$ cat config.mk
export PLATFORM = sky130hd
export DESIGN_NAME = serdes_slip_rx
export DESIGN_NICKNAME = d
export VERILOG_FILES = /design/src/rtl/srx_pkg.sv /design/src/rtl/srx_load_gen.sv /design/src/rtl/srx_slip_ctrl.sv /design/src/rtl/srx_fall_cap.sv /design/src/rtl/serdes_slip_rx.sv
export SDC_FILE = /design/constraint.sdc
export NUM_CORES = 1
export LEC_CHECK = 0
export ABC_AREA = 0
export CORE_AREA = 8 8 66 68
export DETAILED_ROUTE_END_ITERATION = 8
export DIE_AREA = 0 0 74 76
export DONT_BUFFER_PORTS = 1
export GPL_TIMING_DRIVEN = 0
export PLACE_DENSITY = 0.74
export SYNTH_ARGS = -nofsm -noshare
export SYNTH_HDL_FRONTEND = slang
export SYNTH_SLANG_ARGS = --single-unit
export TNS_END_PERCENT = 1
$ cat constraint.sdc
create_clock -name clk -period 2 [get_ports clk]
set_input_delay 0 -clock clk [delete_from_list [all_inputs] [get_ports clk]]
set_output_delay 0 -clock clk [all_outputs]
set_load 0.02 [all_outputs]
$ cat src/rtl/srx_pkg.sv
package srx_pkg;

    // Widest legal word; sets the width of every phase and slip counter.
    localparam int unsigned RATIO_MAX = 10;
    localparam int unsigned CNT_W     = $clog2(RATIO_MAX + 1);

    typedef logic [CNT_W-1:0] cnt_t;

    typedef enum logic [2:0] {
        RATIO_4  = 3'd0,
        RATIO_6  = 3'd1,
        RATIO_7  = 3'd2,
        RATIO_8  = 3'd3,
        RATIO_10 = 3'd4
    } ratio_code_e;

    // Map a width code to the word width; unused codes fall back to the widest.
    function automatic cnt_t ratio_width(input logic [2:0] code);
        cnt_t w;
        case (code)
            RATIO_4:  w = cnt_t'(4);
            RATIO_6:  w = cnt_t'(6);
            RATIO_7:  w = cnt_t'(7);
            RATIO_8:  w = cnt_t'(8);
            default:  w = cnt_t'(RATIO_MAX);
        endcase
        return w;
    endfunction

endpackage

$ cat src/rtl/srx_load_gen.sv
module srx_load_gen
    import srx_pkg::*;
(
    input  logic clk,
    input  logic rst,
    input  cnt_t ratio,
    output logic load_o
);

    typedef struct packed {
        cnt_t phase;
    } lg_state_t;

    lg_state_t st_d, st_q;
    logic      last_phase;

    always_comb begin
        last_phase = (st_q.phase == ratio - cnt_t'(1));
        st_d       = st_q;
        if (last_phase) begin
            st_d.phase = '0;
        end else begin
            st_d.phase = st_q.phase + cnt_t'(1);
        end
        if (rst) begin
            st_d = '0;
        end
    end

    always_ff @(posedge clk) begin
        st_q <= st_d;
    end

    assign load_o = last_phase && !rst;

    // Independent gap watcher: counts edges since reset or the last strobe.
    cnt_t gap_q;
    always_ff @(posedge clk) begin
        if (rst || load_o) begin
            gap_q <= '0;
        end else if (gap_q != '1) begin
            gap_q <= gap_q + cnt_t'(1);
        end
    end

    assert_load_gap_R3: assert property (@(posedge clk) disable iff (rst)
        load_o |-> (gap_q == ratio - cnt_t'(1)));

    assert_load_due_R3: assert property (@(posedge clk) disable iff (rst)
        gap_q < ratio);

endmodule

$ cat src/rtl/srx_slip_ctrl.sv
module srx_slip_ctrl
    import srx_pkg::*;
#(
    parameter int unsigned WORD_W     = 10,
    parameter int unsigned HOLD_LOADS = 2
) (
    input  logic clk,
    input  logic rst,
    input  cnt_t ratio,
    input  logic slip_req,
    input  logic bypass,
    input  logic load,
    input  logic ser_in,
    output logic ser_aligned
);

    localparam int unsigned HOLD_W = $clog2(HOLD_LOADS + 1);

    typedef struct packed {
        logic [WORD_W-2:0] hist;   // hist[k] is the input bit k+1 cycles ago
        cnt_t              slips;  // current added delay in bits
        logic [HOLD_W-1:0] hold;   // loads still to pass before a new slip
    } sc_state_t;

    sc_state_t         st_d, st_q;
    logic              accept;
    logic [WORD_W-1:0] taps;

    always_comb begin
        st_d   = st_q;
        accept = slip_req && !bypass && (st_q.hold == '0);
        st_d.hist = {st_q.hist[WORD_W-3:0], ser_in};
        if (accept) begin
            if (st_q.slips == ratio - cnt_t'(1)) begin
                st_d.slips = '0;
            end else begin
                st_d.slips = st_q.slips + cnt_t'(1);
            end
            st_d.hold = HOLD_W'(HOLD_LOADS);
        end else if (load && (st_q.hold != '0)) begin
            st_d.hold = st_q.hold - 1'b1;
        end
        if (rst) begin
            st_d = '0;
        end
    end

    always_ff @(posedge clk) begin
        st_q <= st_d;
    end

    // Delay-line tap: zero slips takes the live bit, s slips the bit s cycles old.
    assign taps        = {st_q.hist, ser_in};
    assign ser_aligned = taps[st_q.slips];

    assert_slip_cause_R4: assert property (@(posedge clk) disable iff (rst)
        !$stable(st_q.slips) |-> $past(slip_req));

    assert_slip_range_R5: assert property (@(posedge clk) disable iff (rst)
        st_q.slips < ratio);

    assert_holdoff_R6: assert property (@(posedge clk) disable iff (rst)
        (slip_req && (st_q.hold != '0)) |=> $stable(st_q.slips));

    assert_bypass_hold_R7: assert property (@(posedge clk) disable iff (rst)
        (slip_req && bypass) |=> $stable(st_q.slips));

endmodule

$ cat src/rtl/srx_fall_cap.sv
module srx_fall_cap (
    input  logic clk,
    input  logic rst,
    input  logic ser_in,
    output logic fall_bit
);

    typedef struct packed {
        logic bit_v;
    } fc_state_t;

    fc_state_t st_d, st_q;

    always_comb begin
        st_d.bit_v = rst ? 1'b0 : ser_in;
    end

    always_ff @(negedge clk) begin
        st_q <= st_d;
    end

    assign fall_bit = st_q.bit_v;

endmodule

$ cat src/rtl/serdes_slip_rx.sv
module serdes_slip_rx
    import srx_pkg::*;
#(
    parameter int unsigned WORD_W     = 10,
    parameter int unsigned HOLD_LOADS = 2
) (
    input  logic              clk,
    input  logic              rst,
    input  logic [2:0]        ratio_sel,
    input  logic              bypass_en,
    input  logic              ddr_en,
    input  logic              ser_in,
    input  logic              slip_req,
    output logic [WORD_W-1:0] par_data,
    output logic              par_valid
);

    typedef struct packed {
        logic [WORD_W-1:0] shreg;
        logic [WORD_W-1:0] word;
        logic              valid;
    } rx_state_t;

    rx_state_t         st_d, st_q;
    cnt_t              ratio;
    logic              load;
    logic              ser_aligned;
    logic              fall_bit;
    logic [WORD_W-1:0] word_mask;

    assign ratio = ratio_width(ratio_sel);

    always_comb begin
        for (int i = 0; i < WORD_W; i++) begin
            word_mask[i] = (i < int'(ratio));
        end
    end

    srx_load_gen u_load (
        .clk    (clk),
        .rst    (rst),
        .ratio  (ratio),
        .load_o (load)
    );

    srx_slip_ctrl #(
        .WORD_W     (WORD_W),
        .HOLD_LOADS (HOLD_LOADS)
    ) u_slip (
        .clk         (clk),
        .rst         (rst),
        .ratio       (ratio),
        .slip_req    (slip_req),
        .bypass      (bypass_en),
        .load        (load),
        .ser_in      (ser_in),
        .ser_aligned (ser_aligned)
    );

    srx_fall_cap u_fall (
        .clk      (clk),
        .rst      (rst),
        .ser_in   (ser_in),
        .fall_bit (fall_bit)
    );

    always_comb begin
        st_d       = st_q;
        st_d.shreg = {st_q.shreg[WORD_W-2:0], ser_aligned};
        st_d.valid = 1'b0;
        if (bypass_en) begin
            st_d.valid   = 1'b1;
            st_d.word    = '0;
            st_d.word[0] = ser_in;
            if (ddr_en) begin
                st_d.word[1] = fall_bit;
            end
        end else if (load) begin
            st_d.valid = 1'b1;
            st_d.word  = st_d.shreg & word_mask;
        end
        if (rst) begin
            st_d = '0;
        end
    end

    always_ff @(posedge clk) begin
        st_q <= st_d;
    end

    assign par_data  = st_q.word;
    assign par_valid = st_q.valid;

    assert_reset_clear_R10: assert property (@(posedge clk)
        rst |=> (par_data == '0) && !par_valid);

    assert_word_narrow_R2: assert property (@(posedge clk) disable iff (rst)
        (par_valid && !$past(bypass_en)) |-> ((par_data & ~word_mask) == '0));

    assert_bypass_valid_R8: assert property (@(posedge clk) disable iff (rst)
        bypass_en |=> par_valid);

    assert_sdr_upper_R8: assert property (@(posedge clk) disable iff (rst)
        (bypass_en && !ddr_en) |=> (par_data[WORD_W-1:1] == '0));

endmodule

==> summary.txt, run 1 <==
Status
  • Status: finished, final reports clean

Drt
  • 1st-iter DRT viols: 54
  • Routed WL: 3.37 mm
  • Drt first pass iters: 4
  • Vias/cell: 5.10
  • Drt wl/cell: about 13 um
  • Post-route ant nets: 0
  • Post-route DRC: 0
  • Via count: 1,279

Clocking
  • Buffer count from post-CTS setup fixing: 0
  • H-Tree Depth: 2
  • Clock sink count: 40
  • Maximum root-to-sink buffer count: 2
  • Worst-path clk slew: approximately 120 ps
  • Number of buffers created by CTS: 5
  • CTS Root Cell: clkbuf_4
  • TritonCTS clock tree: built
  • Clock insertion delay at the later pin of the skew report: about 390 ps

Place
  • PortBufs: 0
  • Hpwl dp: 2.50 mm
  • DP Area: about 0.0019 mm^2
  • Placement Setup Slack: -382 ps
  • GP Congestion: roughly 0.77

Cells and area
  • Area Growth Syn to Fin: 14.0%
  • Fill count: 293
  • Reg area: approximately 800 um^2
  • N_diodes: 0
  • Finished Cell Area: between 0.002 and 0.0025 mm^2
  • Area of the multi-input gates: around 850 um^2
  • Nets@finish: around 220
  • Share of cells above drive strength 1: 0.167

GRT
  • Initial antenna violation count: 0
  • Grt ovf: 0
  • Largest net degree at the start of global routing: 14
  • Global-route wire length before repair: around 5.8 mm
  • GRT Util Overall: 0.130
  • Vias in the first global route: 1,318

Synth
  • Largest family of logic cells by synthesized area: simple AND/OR/NAND/NOR gates
  • Adder-Cell Fraction of Synth Area: 0.0424
  • Synthesized area per cell: 9.41 um^2
  • Fraction of registers with async set/reset: 0
  • Synth Flop Type: dfxtp_1
  • Post-synthesis register bit count: 40
  • Sequential cell area fraction in the yosys report: 0.453
  • Synth Area in Compound Gates: 0.0827
  • Post-synth cell types: 40
  • Mapped cell area: roughly 0.0018 mm^2
  • Post-synthesis mux area share: 0.0311
  • Simple-gate share of the synthesized area: 0.227
  • Syn Nets: roughly 200
  • Synth Area in XOR/XNOR: 0.0806
  • YS warnings: 0
  • Number of flops mapped to enable cells by yosys: 0
  • Synthesized instance count: 188

Hold path
  • Hold Path Class: in -> reg
  • Hold Path End: u_slip.st_q[11]$_SDFF_PP0_
  • Hold Crit Depth: 2
  • Hold_sp: rst

Timing
  • Crit share post-route: 0.960
  • Worst slew pin tran: about 670 ps
  • Setup-failing EPs final: 0
  • Fmax: 521 MHz
  • Hold_ws: between 30 and 40 ps
  • RSZ-0062 raised after global routing: no
  • Minimum clock period: around 1900 ps
  • Clk_skew: between 40 and 50 ps
  • Max-slew headroom: 0.556
  • Hold Violations, Final: 0
  • Final Worst Setup Slack: approximately 80 ps
  • Setup tns final: 0 ps
  • Pins Over Slew Limit: 0

Die
  • Die Y: 76 um
  • Top Ports: 20
  • Rows: 22
  • Core footprint: 0.00344 mm^2
  • Initial core utilization: 0.514
  • Die Area: 0.00562 mm^2
  • Die Wd: roughly 74 um

Setup path
  • Worst r2r src: u_load.st_q[2]$_SDFF_PP0_
  • CP max FO: 7
  • Crit path capture type: flop
  • Reg2Reg Setup Slack: 80 ps
  • Worst Reg-to-Reg Cells: 5
  • CP required: 2280 ps
  • Worst Path Arrival: 2200 ps
  • WS Path Type: reg -> reg
  • CP startpoint kind: flop
  • Reg-to-reg critical path endpoint: par_data[8]$_SDFFE_PP0P_

Run
  • Max-Cap Viols: 0

Power and ir drop
  • Pleak: 0.754 nW
  • Pwr dens: slightly below 800 mW/mm^2
  • Maximum VDD drop: 463 uV
-- critical path: stages (launching register included) --
cell and delay [ps]:
dfxtp_2 370, xor3_1 420, or3_1 300, buf_2 160, or4b_1 470, a21oi_1 130
-- Yosys cell counts (2+ instances only) --
| cell | n | area, um^2 |
|---|---|---|
| dfxtp_1 | 40 | 801 |
| nand2_1 | 18 | 67.6 |
| nor2b_1 | 18 | 113 |
| a21oi_1 | 13 | 65.1 |
| buf_4 | 10 | 75.1 |
| clkbuf_1 | 9 | 33.8 |
| nand3_1 | 9 | 45.0 |
| nor2_1 | 8 | 30.0 |
| nor3_1 | 7 | 35.0 |
| xnor2_1 | 7 | 61.3 |
| ha_1 | 6 | 75.1 |
| inv_1 | 5 | 18.8 |
| xor2_1 | 4 | 35.0 |
| a31oi_1 | 2 | 12.5 |
| mux2_2 | 2 | 22.5 |
| nand2b_1 | 2 | 12.5 |
| nor3b_1 | 2 | 15.0 |
| o22ai_1 | 2 | 12.5 |
| or2_2 | 2 | 12.5 |
| or3_1 | 2 | 12.5 |
-- how the worst max path moves through the flow --
stage / start / endpoint / slack, ps
floorplan: ratio_sel[2] / par_data[8]$_SDFFE_PP0P_ / -70
global placement: ratio_sel[2] / par_data[6]$_SDFFE_PP0P_ / -330
detailed placement: ratio_sel[2] / par_data[6]$_SDFFE_PP0P_ / -380
CTS: u_load.st_q[2]$_SDFF_PP0_ / par_data[8]$_SDFFE_PP0P_ / 10
global route: u_load.st_q[2]$_SDFF_PP0_ / par_data[8]$_SDFFE_PP0P_ / 0.5
finish: u_load.st_q[2]$_SDFF_PP0_ / par_data[8]$_SDFFE_PP0P_ / 80
-- flip-flops by register name, indices dropped and copies added (netlist names) --
| signal | cells |
|---|---|
| par_data | 10 |
| par_valid | 1 |
| st_q | 9 |
| u_fall.fall_bit | 1 |
| u_load.st_q | 4 |
| u_slip.st_q | 15 |
-- kinds of logic after synthesis --
family | count (synthesis)
multiplexers | 4
AO/OA/AOI/OAI | 24
adder cells (fa/ha/maj) | 6
XOR/XNOR | 13
AND/OR/NAND/NOR | 74
buffers and inverters | 27
flip-flops | 40
-- cell type report --
type	count	area share
sequential	40	0.398
buffer	22	0.0658
timing repair buffer	7	0.0347
inverter	4	0.00744
clock inverter	2	0.00620
clock buffer	7	0.0378
tap	48	0.0298
multi-input combinational	121	0.421
-- layer usage --
layer  track usage  routed length (um)  vias to the layer above
met4        0.0620                  78                        0
met1         0.140                1420                      604
met3        0.0566                 169                        7
met5             0                   0                        -
met2         0.210                1690                       18
li1              -                   -                      650
-- per-stage QoR --
stage	cells	power, mW	utilization
finish	251	1.57	0.586
global route	251	1.64	0.586
global placement	236	1.04	0.540
CTS	251	1.58	0.585
detailed placement	236	1.05	0.540
floorplan	188	1.02	-
-- what timing repair did --
| action | in CTS | in global routing |
|---|---|---|
| resized for setup | 1 | 4 |
| setup endpoints to repair | 5 | 7 |
| pin swaps | 0 | 1 |
| endpoints found under the hold margin | 9 | 0 |
| hold buffers | 7 | 0 |
-- placed cells by master, fill, tap and decap left out, types with 2 or more instances in the layout --
master / count
dfxtp_1: 39
nand2_1: 18
nor2b_1: 17
a21oi_1: 13
buf_4: 10
nand3_1: 9
nor2_1: 8
xnor2_1: 7
nor3_1: 7
dlygate4sd3_1: 7
clkbuf_1: 6
clkbuf_4: 5
inv_1: 4
xor2_1: 4
ha_1: 4
or3_1: 2
buf_2: 2
or2_2: 2
clkbuf_2: 2
o22ai_1: 2
a31oi_1: 2
mux2_2: 2
nand2b_1: 2
nor3b_1: 2
ha_4: 2
-- where the power goes --
part / total, mW / switching (mW) / internal [mW] / leakage (nW)
registers: 0.842 / 0.0186 / 0.823 / 0.326
clock network: 0.527 / 0.275 / 0.252 / 0.0520
logic: 0.201 / 0.107 / 0.0945 / 0.376
(Power assumes the default switching activity.)
==> inputs of run 2 (changes only) <==
--- a/config.mk
+++ b/config.mk
@@ -6,12 +6,12 @@
 export NUM_CORES = 1
 export LEC_CHECK = 0
 export ABC_AREA = 0
-export CORE_AREA = 8 8 66 68
+export CORE_AREA = 8 8 69 71
 export DETAILED_ROUTE_END_ITERATION = 8
-export DIE_AREA = 0 0 74 76
+export DIE_AREA = 0 0 77 79
 export DONT_BUFFER_PORTS = 1
 export GPL_TIMING_DRIVEN = 0
-export PLACE_DENSITY = 0.74
+export PLACE_DENSITY = 0.69
 export SYNTH_ARGS = -nofsm -noshare
 export SYNTH_HDL_FRONTEND = slang
 export SYNTH_SLANG_ARGS = --single-unit
==> run 2 against run 1 <==
  * Sequential cell count is the same
  * Setup slack got worse by 37 ps
  * Largest power group unchanged
  * Critical path depth is 5 higher
  * Combinational power decreased by 3%
  * Hold slack got worse by 30 ps
  * Clock power rose by 18%
  * Clock skew rose by 9.2 ps
==> summary.txt, run 2 (synthesis gave the netlist of run 1 again) <==
Status
  • Status: finished, final reports clean

Drt
  • Routed WL: 3.47 mm (+3.0%)
  • Vias/cell: 5.10 (+0.17%)
  • Via count: 1,271 (-0.63%)
  • Drt wl/cell: 13.9 um (+3.9%)
  • 1st-iter DRT viols: 50 (-7.4%)
  • Post-route DRC: 0 (unchanged)
  • Post-route ant nets: 0 (unchanged)
  • Drt first pass iters: 6 (+2)

Timing
  • RSZ-0062 raised after global routing: yes
  • Setup tns final: 0 ps (unchanged)
  • Worst slew pin tran: 629 ps (-36.5 ps)
  • Minimum clock period: 1960 ps (+37.1 ps)
  • Crit share post-route: 0.979 (+0.0185)
  • Hold_ws: 5.40 ps (-30.0 ps)
  • Max-slew headroom: 0.581 (+0.0243)
  • Clk_skew: 53.4 ps (+9.24 ps)
  • Setup-failing EPs final: 0 (unchanged)
  • Fmax: 511 MHz (-1.9%)
  • Final Worst Setup Slack: 42.9 ps (-37.1 ps)
  • Pins Over Slew Limit: 0 (unchanged)
  • Hold Violations, Final: 0 (unchanged)

GRT
  • GRT Util Overall: 0.123 (-0.00748)
  • Vias in the first global route: 1,278 (-3.0%)
  • Initial antenna violation count: 0 (unchanged)
  • Global-route wire length before repair: 5.89 mm (+1.8%)
  • Largest net degree at the start of global routing: 15 (+1)
  • Grt ovf: 0 (unchanged)

Place
  • DP Area: 0.00186 mm^2 (+0.13%)
  • Placement Setup Slack: -359 ps (+23.2 ps)
  • GP Congestion: 0.751 (-2.0%)
  • Hpwl dp: 2.59 mm (+3.8%)
  • PortBufs: 0 (unchanged)

Clocking
  • CTS Root Cell: clkbuf_8
  • Maximum root-to-sink buffer count: 2 (unchanged)
  • H-Tree Depth: 2 (unchanged)
  • Clock sink count: 40 (unchanged)
  • Worst-path clk slew: 70 ps (-50 ps)
  • Buffer count from post-CTS setup fixing: 0 (unchanged)
  • TritonCTS clock tree: built
  • Clock insertion delay at the later pin of the skew report: 350 ps (-40 ps)
  • Number of buffers created by CTS: 5 (unchanged)

Die
  • Die Wd: 77 um (+4.1%)
  • Top Ports: 20 (unchanged)
  • Core footprint: 0.00380 mm^2 (+10%)
  • Rows: 23 (+4.5%)
  • Die Area: 0.00608 mm^2 (+8.2%)
  • Initial core utilization: 0.466 (-0.0484)
  • Die Y: 79 um (+3.9%)

Cells and area
  • Largest Register: u_slip.st_q
  • Most frequent cells in the layout: dfxtp_1 (39), nand2_1 (18), nor2b_1 (17)
  • N_diodes: 0 (unchanged)
  • Finished Cell Area: 0.00201 mm^2 (-0.56%)
  • Reg area: 802 um^2 (unchanged)
  • Max reg flops: 15 (unchanged)
  • Area of the multi-input gates: 848 um^2 (unchanged)
  • Area Growth Syn to Fin: 13.4%
  • Final Util: 0.528 (-0.0582)
  • Nets@finish: 213 (-1.8%)
  • Commonest non-fill, non-tap cell in the layout: dfxtp_1
  • Share of cells above drive strength 1: 0.171 (+0.00337)
  • Fill count: 369 (+26%)

Setup path
  • Cell breakdown of the critical path: buf_6 -> nor3b_4 -> inv_2 -> ha_4 -> xor2_1 -> nand2_1 -> or3_1 -> clkbuf_2 -> or4b_1 -> a21oi_1
  • CP startpoint kind: input pin
  • Worst Path Arrival: 2180 ps (-20 ps)
  • Crit path largest cell delay: 480 ps (about the same)
  • CP top delay family: simple AND/OR/NAND/NOR gates
  • WS Path Type: in -> reg
  • Crit path capture type: flop
  • CP max FO: 7 (unchanged)
  • CP max-delay cell: or4b_1
  • CP Buf/Inv Count: 3 (+2)
  • CP required: 2220 ps (-60 ps)

Power and ir drop
  • Maximum VDD drop: 304 uV (-34%)
  • Pwr dens: 828 mW/mm^2 (+6.3%)
  • Pleak: 0.749 nW (-0.74%)

Run
  • Max-Cap Viols: 0 (unchanged)

Hold path
  • Hold Path Class: in -> reg
[run 2: cell count changes in the layout (fill, tap and decap cells not counted)]
| cell | change |
|---|---|
| buf_2 | -1 |
| clkbuf_2 | +1 |
| clkbuf_4 | -5 |
| clkbuf_8 | +4 |
| clkinv_4 | +1 |
| dlygate4sd3_1 | -4 |
[run 2: through the flow]
| step | power [mW] | std cells |
|---|---|---|
| 2_1_floorplan | 1.02 | 188 |
| 3_3_place_gp | 1.05 | 238 |
| 3_5_place_dp | 1.06 | 238 |
| 4_1_cts | 1.68 | 249 |
| 5_1_grt | 1.75 | 249 |
| 6_report | 1.66 | 249 |
[run 2: worst register-to-register path, cell delays in order, from the launching register on]
cell and delay, ps:
dfxtp_2 360, xor3_1 410, or3_1 320, clkbuf_2 180
or4b_1 480, a21oi_1 130
[run 2: area by class of cell]
| cell class | count | area share |
|---|---|---|
| plain buffers | 22 | 0.0661 |
| clock buffers | 6 | 0.0468 |
| clock inverters | 3 | 0.0106 |
| inverters | 4 | 0.00749 |
| multi-input cells | 121 | 0.423 |
| flip-flops and latches | 40 | 0.400 |
| well taps | 50 | 0.0312 |
| repair buffers | 3 | 0.0150 |
[run 2: metal layers]
layer / part of all wire / vias up / track usage
li1: - / 640 / -
met1: 0.42 / 605 / 0.113
met2: 0.52 / 20 / 0.233
met3: 0.045 / 6 / 0.0485
met4: 0.014 / 0 / 0.0566
met5: 0 / - / 0
[run 2: what timing repair did]
action / CTS / global route
setup endpoints to repair: 5 / 6
gates resized for setup: 2 / 2
endpoints found under the hold margin: 6 / 0
pin swaps: 1 / 0
hold buffers: 3 / 0
[run 2: final timing paths]
kind,end,slack (ps),from,depth (start not counted)
max,par_data[8]$_SDFFE_PP0P_,40,ratio_sel[2],10
min,par_data[9]$_SDFFE_PP0P_,5,ratio_sel[2],3
max reg2reg,par_data[8]$_SDFFE_PP0P_,60,u_load.st_q[2]$_SDFF_PP0_,5
min reg2reg,par_data[3]$_SDFFE_PP0P_,450,st_q[13]$_SDFF_PP0_,2
[run 2: power breakdown]
group | internal, mW | switching [mW] | leakage (nW)
clock | 0.328 | 0.296 | 0.0618
sequential | 0.823 | 0.0189 | 0.326
combinational | 0.0891 | 0.105 | 0.361
total | 1.24 | 0.420 | 0.749
==> inputs of run 3 (changes only) <==
--- a/config.mk
+++ b/config.mk
@@ -11,7 +11,7 @@
 export DIE_AREA = 0 0 77 79
 export DONT_BUFFER_PORTS = 1
 export GPL_TIMING_DRIVEN = 0
-export PLACE_DENSITY = 0.69
+export PLACE_DENSITY = 0.66
 export SYNTH_ARGS = -nofsm -noshare
 export SYNTH_HDL_FRONTEND = slang
 export SYNTH_SLANG_ARGS = --single-unit
==> constraint.sdc (replaced) <==
create_clock -name clk -period 2.4 [get_ports clk]
set_input_delay 0 -clock clk [delete_from_list [all_inputs] [get_ports clk]]
set_output_delay 0 -clock clk [all_outputs]
set_load 0.02 [all_outputs]
==> run 3 against run 2 <==
  * Wire length decreased by 5.2%
  * Hold slack better by 61 ps
  * Sequential share of layout area rose by 0.37 points
  * Clock skew is 1.1 ps higher
  * Power shrank 21%
  * Setup slack better by 230 ps
  * Utilization decreased by 0.56 points
  * Clock-buffer cell count down 1
  * Non-clock buffer count is 3 higher
  * Critical endpoint unchanged
  * Highest routed layer unchanged
==> summary.txt, run 3 (synthesis gave the netlist of run 1 again) <==
Cells and area
  • Fill count: 362 (-1.9%)
  • Commonest non-fill, non-tap cell in the layout: dfxtp_1
  • Most frequent cells in the layout: dfxtp_1 (40), nor2b_1 (18), nand2_1 (18)
  • N_diodes: 0 (unchanged)
  • Area Growth Syn to Fin: 12.2%
  • Max reg flops: 15 (unchanged)
  • Nets@finish: 216 (+1.4%)
  • Share of cells above drive strength 1: 0.134 (-0.0372)
  • Largest Register: u_slip.st_q
  • Final Util: 0.522 (-0.00560)
  • Reg area: 801 um^2 (-0.16%)
  • Post-Layout Cell Count: 252 (+1.2%)
  • Area of the multi-input gates: 826 um^2 (-2.7%)

Setup path
  • Crit path largest cell delay: 500 ps (+20 ps)
  • Worst Path Arrival: 2350 ps (+170 ps)
  • Setup crit start: ratio_sel[2]
  • Crit path capture type: flop
  • Crit path depth: 9 (-1)
  • Reg2Reg Setup Slack: 340 ps (+280 ps)
  • WS Path Type: in -> reg
  • CP max FO: 7 (unchanged)
  • Cell breakdown of the critical path: buf_6 -> nor3b_4 -> inv_1 -> ha_1 -> xor3_1 -> or3_1 -> clkbuf_1 -> or4b_1 -> a21oi_1
  • Worst Reg-to-Reg Cells: 5 (unchanged)
  • Worst r2r src: u_load.st_q[2]$_SDFF_PP0_
  • CP max-delay cell: or4b_1
  • CP Buf/Inv Count: 3 (unchanged)
  • CP required: 2630 ps (+410 ps)
  • CP startpoint kind: input pin
  • CP top delay family: simple AND/OR/NAND/NOR gates

Drt
  • Via count: 1,243 (-2.2%)
  • Drt wl/cell: 13.0 um (-6.3%)
  • Post-route DRC: 0 (unchanged)
  • Routed WL: 3.29 mm (-5.2%)
  • 1st-iter DRT viols: 77 (+54%)
  • Post-route ant nets: 0 (unchanged)
  • Drt first pass iters: 4 (-2)
  • Vias/cell: 4.93 (-3.4%)

Timing
  • Pins Over Slew Limit: 0 (unchanged)
  • Setup-failing EPs final: 0 (unchanged)
  • Minimum clock period: 2120 ps
  • Worst slew pin tran: 619 ps (-10.1 ps)
  • Clk_skew: 54.5 ps (+1.07 ps)
  • Max-slew headroom: 0.587 (+0.00676)
  • Hold Violations, Final: 0 (unchanged)
  • Fmax: about 470 MHz
  • Hold_ws: 66.6 ps (+61.2 ps)
  • Crit share post-route: 0.884
  • RSZ-0062 raised after global routing: no

Hold path
  • Hold_sp: slip_req
  • Hold Crit Depth: 4 (+1)
  • Hold Path Class: in -> reg

Run
  • Max-Cap Viols: 0 (unchanged)

Die
  • Initial core utilization: 0.466 (unchanged)
  • Die Area: 0.00608 mm^2 (unchanged)
  • Die Wd: 77 um (unchanged)
  • Rows: 23 (unchanged)
  • Top Ports: 20 (unchanged)
  • Die Y: 79 um (unchanged)
  • Core footprint: 0.00380 mm^2 (unchanged)

Clocking
  • H-Tree Depth: 2 (unchanged)
  • TritonCTS clock tree: built
  • Clock insertion delay at the later pin of the skew report: 350 ps (about the same)
  • Maximum root-to-sink buffer count: 2 (unchanged)
  • CTS Root Cell: clkbuf_8
  • Clock sink count: 40 (unchanged)
  • Worst-path clk slew: 80 ps (about the same)
  • Number of buffers created by CTS: 5 (unchanged)

Place
  • PortBufs: 0 (unchanged)
  • DP Cell Count: 238 (unchanged)
  • Hpwl dp: 2.42 mm (-6.5%)
  • GP Congestion: 0.747 (-0.49%)

Status
  • Status: finished, final reports clean

GRT
  • Global-route wire length before repair: 5.62 mm (-4.7%)
  • Largest net degree at the start of global routing: 14 (-1)
  • GRT Util Overall: 0.115 (-0.00804)
  • Vias in the first global route: 1,260 (-1.4%)
  • Initial antenna violation count: 0 (unchanged)
  • Grt ovf: 0 (unchanged)

Power and ir drop
  • Pleak: 0.740 nW (-1.2%)
  • Pwr dens: 658 mW/mm^2 (-20%)
  • Maximum VDD drop: 244 uV (-20%)
-- run 3: cell count changes in the layout (fill, tap and decap cells not counted), sizes merged --
cell / change
clkbuf: -1
dlygate4sd3: +3
clkinv: +1
-- run 3: cell type report --
class / count / area share
Buffer: 22 / 0.0649
Clock buffer: 5 / 0.0347
Clock inverter: 4 / 0.0113
Inverter: 4 / 0.00757
Multi-Input combinational cell: 121 / 0.416
Sequential cell: 40 / 0.404
Tap cell: 50 / 0.0315
Timing Repair Buffer: 6 / 0.0303
-- run 3: final timing paths --
kind                                 endpoint
setup / recovery     par_data[8]$_SDFFE_PP0P_
hold / removal    u_slip.st_q[3]$_SDFFE_PP0P_
setup reg to reg     par_data[8]$_SDFFE_PP0P_
hold reg to reg      par_data[7]$_SDFFE_PP0P_
-- run 3: report_power, final --
| part | leakage [nW] | internal [mW] | switching [mW] |
|---|---|---|---|
| sequential | 0.325 | 0.685 | 0.0153 |
| combinational | 0.361 | 0.0732 | 0.0871 |
| clock | 0.0532 | 0.205 | 0.241 |
| total | 0.740 | 0.963 | 0.343 |
-- run 3: routing by layer --
| layer | track usage | wire length [um] | vias to the layer above |
|---|---|---|---|
| met4 | 0.0849 | 92 | 0 |
| met3 | 0.0406 | 198 | 9 |
| met5 | 0 | 0 | - |
| met1 | 0.121 | 1430 | 566 |
| li1 | - | - | 645 |
| met2 | 0.187 | 1560 | 23 |
-- run 3: per-stage QoR --
step | cell area [um^2] | setup TNS, ps | setup slack, ps | power, mW
after floorplan | 1770 | 0 | 260 | 0.841
after global placement | 1830 | -120 | -41.5 | 0.865
after detailed placement | 1830 | -773 | -156 | 0.872
after CTS | 1970 | 0 | 152 | 1.31
after global routing | 1980 | 0 | 147 | 1.37
final | 1980 | 0 | 278 | 1.31
-- run 3: tightest hold or removal path, cell delays in order --
cell and delay, ps:
nand2_1 50, nor2_1 100, nand3_1 100, a21oi_1 50
-- run 3: what timing repair did --
action / CTS / global route
resized for setup: 0 / 1
buffers inserted: 0 / 0
endpoints found under the hold margin: 6 / 1
setup endpoints to repair: 0 / 2
hold buffers: 5 / 1
